**src/rtl/supmon_pkg.sv**
```systemverilog
// Package: shared field positions and widths for the supply monitor register.
// Assumes a register of at least four bits; the positions matter to software.
package supmon_pkg;
    localparam int FLD_FLAG = 0;   // sticky low-supply flag, write-1-to-clear
    localparam int FLD_EN   = 1;   // monitor power-on
    localparam int FLD_TRIP = 2;   // threshold select
    localparam int FLD_STAT = 3;   // synchronized safe status, read-only
    localparam int REG_BITS = 4;
endpackage

```
**src/rtl/supmon_sync.sv**
```systemverilog
// Module: multi-flop synchronizer for the comparator verdict.
// Assumes STAGES >= 2; resets to the "safe" level so that reset produces no event.
module supmon_sync #(
    parameter int STAGES = 2
) (
    input  logic clk,
    input  logic rst_n,
    input  logic d,
    output logic q
);
    logic [STAGES-1:0] chain;

    // Shift the asynchronous input through the flop chain.
    always_ff @(posedge clk) begin
        if (!rst_n) chain <= '1;
        else        chain <= {chain[STAGES-2:0], d};
    end

    assign q = chain[STAGES-1];
endmodule

```
**src/rtl/supmon_flag.sv**
```systemverilog
// Module: sticky low-supply flag with falling-edge set and gated write-1 clear.
// Assumes status is already synchronous and enable-qualified (1 = safe).
module supmon_flag (
    input  logic clk,
    input  logic rst_n,
    input  logic status,
    input  logic clr_req,
    output logic flag
);
    logic status_q;
    logic fall;
    logic flag_q;

    // Remember last cycle's status for edge detection.
    always_ff @(posedge clk) begin
        if (!rst_n) status_q <= 1'b1;
        else        status_q <= status;
    end

    assign fall = status_q & ~status;

    // Set on a falling edge, clear only while safe; a set outranks a clear.
    always_ff @(posedge clk) begin
        if (!rst_n)                  flag_q <= 1'b0;
        else if (fall)               flag_q <= 1'b1;
        else if (clr_req && status)  flag_q <= 1'b0;
    end

    assign flag = flag_q;

    // a detected fall sets the flag on the next edge.
    a_r4_fall_sets: assert property (@(posedge clk) disable iff (!rst_n)
        fall |=> flag_q);
    // a clear while unsafe does not drop the flag.
    a_r6_clear_blocked: assert property (@(posedge clk) disable iff (!rst_n)
        (flag_q && clr_req && !status) |=> flag_q);
    // a clear while safe takes effect at once.
    a_r5_clear_safe: assert property (@(posedge clk) disable iff (!rst_n)
        (flag_q && clr_req && status && !fall) |=> !flag_q);
    // a rising status never sets the flag.
    a_r10_rise_no_set: assert property (@(posedge clk) disable iff (!rst_n)
        (!flag_q && status) |=> !flag_q);
endmodule

```
**src/rtl/supply_mon_csr.sv**
```systemverilog
// Module: control/status register for an analog brown-out monitor.
// Decodes one address, drives enable/threshold to the analog side, synchronizes
// the comparator verdict and raises gated interrupt requests from a sticky flag.
// Assumes a single-cycle write strobe and combinational reads.
module supply_mon_csr
    import supmon_pkg::*;
#(
    parameter int          ADDR_W      = 8,
    parameter int          DATA_W      = REG_BITS,
    parameter logic [7:0]  REG_ADDR    = 8'h40,
    parameter int          SYNC_STAGES = 2
) (
    input  logic              clk,
    input  logic              rst_n,
    input  logic [ADDR_W-1:0] bus_addr,
    input  logic              bus_wr,
    input  logic [DATA_W-1:0] bus_wdata,
    output logic [DATA_W-1:0] bus_rdata,
    input  logic              cmp_ok,
    input  logic              irq_en,
    input  logic              fiq_en,
    output logic              mon_enable,
    output logic              mon_trip_hi,
    output logic              irq_req,
    output logic              fiq_req
);
    localparam logic [ADDR_W-1:0] HIT_ADDR = ADDR_W'(REG_ADDR);

    logic hit;
    logic wr_hit;
    logic en_q;
    logic trip_q;
    logic cmp_sync;
    logic status;
    logic flag;

    assign hit    = (bus_addr == HIT_ADDR);
    assign wr_hit = hit & bus_wr;

    // Load the control fields on a write to this register.
    always_ff @(posedge clk) begin
        if (!rst_n) begin
            en_q   <= 1'b0;
            trip_q <= 1'b0;
        end else if (wr_hit) begin
            en_q   <= bus_wdata[FLD_EN];
            trip_q <= bus_wdata[FLD_TRIP];
        end
    end

    supmon_sync #(.STAGES(SYNC_STAGES)) u_sync (
        .clk   (clk),
        .rst_n (rst_n),
        .d     (cmp_ok),
        .q     (cmp_sync)
    );

    assign status = cmp_sync | ~en_q;

    supmon_flag u_flag (
        .clk     (clk),
        .rst_n   (rst_n),
        .status  (status),
        .clr_req (wr_hit & bus_wdata[FLD_FLAG]),
        .flag    (flag)
    );

    // Assemble read data for this address, zero elsewhere.
    always_comb begin
        bus_rdata = '0;
        if (hit) begin
            bus_rdata[FLD_FLAG] = flag;
            bus_rdata[FLD_EN]   = en_q;
            bus_rdata[FLD_TRIP] = trip_q;
            bus_rdata[FLD_STAT] = status;
        end
    end

    assign mon_enable  = en_q;
    assign mon_trip_hi = trip_q;
    assign irq_req     = flag & irq_en;
    assign fiq_req     = flag & fiq_en;

    // reset leaves control and flag low.
    a_r1_reset_state: assert property (@(posedge clk)
        !rst_n |=> (!mon_enable && !mon_trip_hi && !irq_req && !fiq_req));
    // no request without its enable.
    a_r8_irq_gate: assert property (@(posedge clk) disable iff (!rst_n)
        !irq_en |-> !irq_req);
    a_r8_fiq_gate: assert property (@(posedge clk) disable iff (!rst_n)
        !fiq_en |-> !fiq_req);
    // writes elsewhere leave the control outputs alone.
    a_r9_other_addr: assert property (@(posedge clk) disable iff (!rst_n)
        (bus_wr && !hit) |=> ($stable(mon_enable) && $stable(mon_trip_hi)));
endmodule

```
**config.mk**
```make
export PLATFORM = sky130hd
export DESIGN_NAME = supply_mon_csr
export DESIGN_NICKNAME = d
export VERILOG_FILES = /design/src/rtl/supmon_pkg.sv /design/src/rtl/supmon_sync.sv /design/src/rtl/supmon_flag.sv /design/src/rtl/supply_mon_csr.sv
export SDC_FILE = /design/constraint.sdc
export NUM_CORES = 1
export LEC_CHECK = 0
export ABC_AREA = 1
export BUFFER_PORTS_ARGS = -buffer_cell sky130_fd_sc_hd__buf_2
export CORE_AREA = 3 3 40 42
export CTS_CLUSTER_DIAMETER = 50
export DETAILED_ROUTE_END_ITERATION = 6
export DIE_AREA = 0 0 43 45
export PLACE_DENSITY_LB_ADDON = 0.1
export SLEW_MARGIN = 20
export SYNTH_ARGS = -nofsm -noshare
export SYNTH_HDL_FRONTEND = slang
export SYNTH_SLANG_ARGS = --single-unit
```
**constraint.sdc**
```tcl
create_clock -name clk -period 2.2 [get_ports clk]
set_input_delay 0.44 -clock clk [delete_from_list [all_inputs] [get_ports clk]]
set_output_delay 0.44 -clock clk [all_outputs]
set_load 0.02 [all_outputs]
```
# Word-level counts from Yosys, hierarchy flattened
# Index checks and enable logic that the tools add are counted.
[totals]
ff_bits = 6
in_bits = 18
out_inout_bits = 8
word_cells = 19
[op_classes]
eq_ne = 1
mux = 3
bitwise = 8
reduce_logical = 2
[ops]
columns = ["operator", "count"]
rows = [
  ["== test 8 x 7 -> 1 bit, second input constant", 1],
  ["bitwise AND 1 bit", 5],
  ["2-to-1 mux 4 bit", 1],
  ["2-to-1 mux 1 bit", 2],
  ["inverter 1 bit", 2],
  ["nonzero test 2 bit", 1],
  ["logical AND 1 bit", 1],
  ["OR 1 bit", 1],
]

# Depth between registers and ports, before layout
[logic_depth]
word_depth = 6
ltp_mapped = 7
ltp_nobuf = 7

# Modules after synthesis
# Synthesis repeated with hierarchy kept, for this count alone.
[hier_totals]
cells_unflattened = 56
hier_area_um2 = 321.6
[by_module_without_submodules]
columns = ["mod", "n_inst", "cells_each", "area_each_um2", "seq_area_each_um2"]
rows = [
  ["supply_mon_csr", 1, 42, 201.4, 40.0],
  ["supmon_flag", 1, 8, 65.1, 40.0],
  ["supmon_sync", 1, 6, 55.1, 40.0],
]

# Least setup slack after synthesis
# OpenSTA, ideal clock, no wires.
[synth_path]
path_kind = "input -> output"
startpoint = "in bus_addr[1]"
endpoint = "out bus_rdata[0]"
arrival_ps = 1124
required_ps = 1760
path_slack_ps = 636
stages = 5
n_path_buf = 0
cell_sequence = "nor2_1 nand2_1 nor2_4 inv_1 nor2_1"
[synth_via]
elab_chain_cells = 2
[synth_lines]
columns = ["element", "line", "text"]
rows = [
  ["start, declared", "supply_mon_csr.sv:15", "input logic [ADDR_W-1:0] bus_addr,"],
  ["== test 8 x 7 -> 1 bit", "supply_mon_csr.sv:37", "assign hit = (bus_addr == HIT_ADDR);"],
  ["2-to-1 mux 4 bit", "supply_mon_csr.sv:71", "if (hit) begin"],
  ["end, declared", "supply_mon_csr.sv:18", "output logic [DATA_W-1:0] bus_rdata,"],
]
# No other way between the ends.

# Worst setup path in the final report
[layout_path]
startpoint = "in bus_addr[1]"
endpoint = "out bus_rdata[1]"
# Same word-level chain as after synthesis.

==> results by group <==
Synth
  – Distinct cell type count of the synthesized netlist: 9
  – Synth Area in XOR/XNOR: 0%
  – List of most frequent post-synthesis cells: sky130_fd_sc_hd__inv_1, sky130_fd_sc_hd__nor2_1, sky130_fd_sc_hd__nand2_1
  – Combined area of all synthesized cells: ~300 sq um
  – Share of synthesized cell area in and, or, nand and nor gates: 40.0%
  – Main combinational cell family by area after synthesis: simple AND/OR/NAND/NOR gates
  – Share of synthesized area spent on multiplexers: 0%
  – Top post-synthesis cells by area: sky130_fd_sc_hd__dfxtp_1, sky130_fd_sc_hd__inv_1, sky130_fd_sc_hd__nor2_1
  – Share of flip-flops with an asynchronous set or reset after synthesis: 0%
  – Fraction of synthesized cell area taken by the top area cell type: 40.0%
  – Mean instance size in the synthesized netlist: between 6 and 7 sq um
  – Yosys warns: 0
  – Flop and latch count out of synthesis: 6
  – Top-count cell post-synth: sky130_fd_sc_hd__inv_1
  – Post-synth top flop: sky130_fd_sc_hd__dfxtp_1
  – Cell count after synthesis: 48
  – Post-synthesis sequential area ratio: approximately 40%
  – Synthesized net count: 66
  – Area leader, netlist: sky130_fd_sc_hd__dfxtp_1
  – Synthesized-area fraction occupied by adder cells: 0%
  – Complex-gate fraction of the synthesized area: roughly 5.0%
  – Number of enable-type register cells in the synthesized netlist: 0

Die
  – Die Wd: 43 um
  – Row Count: 13
  – Vert. Die Dim: 45 um
  – Area enclosed by the die boundary: between 1500 and 2000 sq um
  – Standard cell core area: about 1300 sq um
  – Num ports: 26
  – Starting density of the core: a little under a quarter

Final layout
  – Ratio of cells with drive above 1 in the final layout: 41.3%
  – Diode insertion count for antenna repair: 0
  – Final Instance Area: 462 sq um
  – Share of the core filled with cells: 35.9%
  – Finished Layout Cells: 90
  – Layout overhead on the synthesized area: 53.8%
  – Final #Nets: between 90 and 100
  – Filler cells: 153

Global route
  – Antenna violations before repair: 0
  – Global-route wire length before repair: about 1200 um
  – Total GRT Usage: 8.34%
  – Largest net degree at the start of global routing: 7
  – Total congestion overflow: 0
  – Vias in the first global route: around 290

STA
  – Final-layout setup total negative slack: 0 ps
  – Worst-case headroom to the max-slew limit: between 90 and 100%
  – Worst clock skew: 0.137 ps
  – Highest Clock Rate: 588 MHz
  – Max-slew violation count: 0
  – Worst hold slack across all endpoints: 384 ps
  – RSZ-0062 raised after global routing: false
  – Final critical delay including setup and external delays: about 1700 ps
  – Number of hold violations in the final report: 0
  – Number of setup violations in the final report: 0
  – Post-route worst setup slack: between 400 and 500 ps
  – Measured slew at the worst slew-check pin: between 100 and 150 ps
  – Final period util: 77.3%

Drt
  – Average wire per standard cell: ~8.0 um
  – Remaining routing DRC violations: 0
  – First-pass DRT Iterations: 4
  – Antenna Violating Nets Remaining: 0
  – Total detailed-routing wirelength: around 720 um
  – DR vias: about 340
  – Via density per instance: ~3.8
  – Number of DRC violations after detailed-routing iteration 0: 2

Power
  – P_leak: 0.266 nW
  – Total power consumption of the routed design: 234 uW
  – Ratio of total power to cell area: about 500 nW/um^2
  – Peak supply drop: ~0.21 mV

Setup path
  – Crit-path max FO: 6
  – Kind of critical path: in2out
  – Largest stage delay, worst path: between 150 and 200 ps
  – Logic depth of the worst path, buffers included: 7
  – CP Data Arrival Time: 1260 ps
  – Top Family by Delay on Critical Path: simple AND/OR/NAND/NOR gates
  – CP startpoint: bus_addr[1]
  – CP Capture Type: primary output
  – R2r worst-path depth: 6
  – Data required time at the worst endpoint: ~1800 ps
  – Buffering stage count on the worst path with inverters included: 3
  – Slowest cell on the critical path: sky130_fd_sc_hd__nor2_4
  – Reg2reg start: mon_enable
  – Cells along the critical path: buf_2 -> nor2_1 -> nand2_1 -> nor2_4 -> inv_1 -> nor2_1 -> buf_2
  – Startpoint Class: input pin

Clocking
  – CTS H-tree lvls: 1
  – TritonCTS clock tree: yes
  – Count of buffers added by post-CTS timing repair for setup: 0
  – Clock buffer count from CTS: 3
  – Clk buf depth: 2
  – Count of instances resized after the clock tree is built: 0
  – Cell at the root of the clock tree: sky130_fd_sc_hd__clkbuf_4
  – Number of buffers added to fix hold violations after cts: 0
  – Total clock sinks: 6
  – Clock latency of the later-clocked register in the worst-skew pair: 240 ps
  – Clock transition at the registers of the reported paths: approximately 40 ps

Status
  – Run status: finished, final reports clean

Place
  – Placed cell count: 87
  – Cell area after placement: between 400 and 500 sq um
  – Worst slack at placement: 481 ps
  – Post-DP HPWL: 610 um
  – Number of buffers added on ports: 24
  – Final estimated routing congestion in global placement: ~0.7

Hold path
  – Hold Crit Class: in2reg
  – Hold depth: 2
  – Source of the worst hold timing path: cmp_ok

Flow run
  – # Max-Cap Violations: 0
[area by class of cell]
class                      instances  area, sq um  area share (%)
multi-input combinational         30          135            29.3
sequential                         6          120            26.0
timing repair buffer              24          120            26.0
inverter                          12         45.0            9.76
clock buffer                       3         22.5            4.88
tap                               15         18.8            4.07
[flip-flops by register name, indices dropped and copies added (netlist names)]
name / flops
mon_trip_hi: 1
u_flag.flag: 1
u_flag.status_q: 1
u_sync.chain: 2
mon_enable: 1
[cells in the final DEF, fill, tap and decap left out, drive strengths merged]
cell / instances
a21oi: 3
buf: 24
clkbuf: 3
dfxtp: 6
inv: 12
nand2: 9
nand3: 3
nor2: 13
or2: 2
[power breakdown]
part           internal, mW  switching [mW]
sequential            0.111        0.000536
combinational        0.0136         0.00977
clock                0.0616          0.0378
[cells by family after synthesis]
kind of cell,after synthesis
AO/OA/AOI/OAI,3
buffers and inverters,12
AND/OR/NAND/NOR,27
flip-flops,6
[worst paths after layout]
kind | to | slack (ps)
setup / recovery | bus_rdata[1] | 500
hold / removal | u_sync.chain[0] | 380
setup reg to reg | u_flag.flag | 1320
hold reg to reg | u_sync.chain[1] | 410
[layer usage]
layer  up-vias  GRT usage [%]  part of all wire, %
li1        194              -                    -
met1       135           8.96                   41
met2        14           12.6                   47
met3         0           3.59                   12
met4         0           7.23                    0
met5         -              0                    0
No activity file was read; power rests on OpenSTA's default activity.
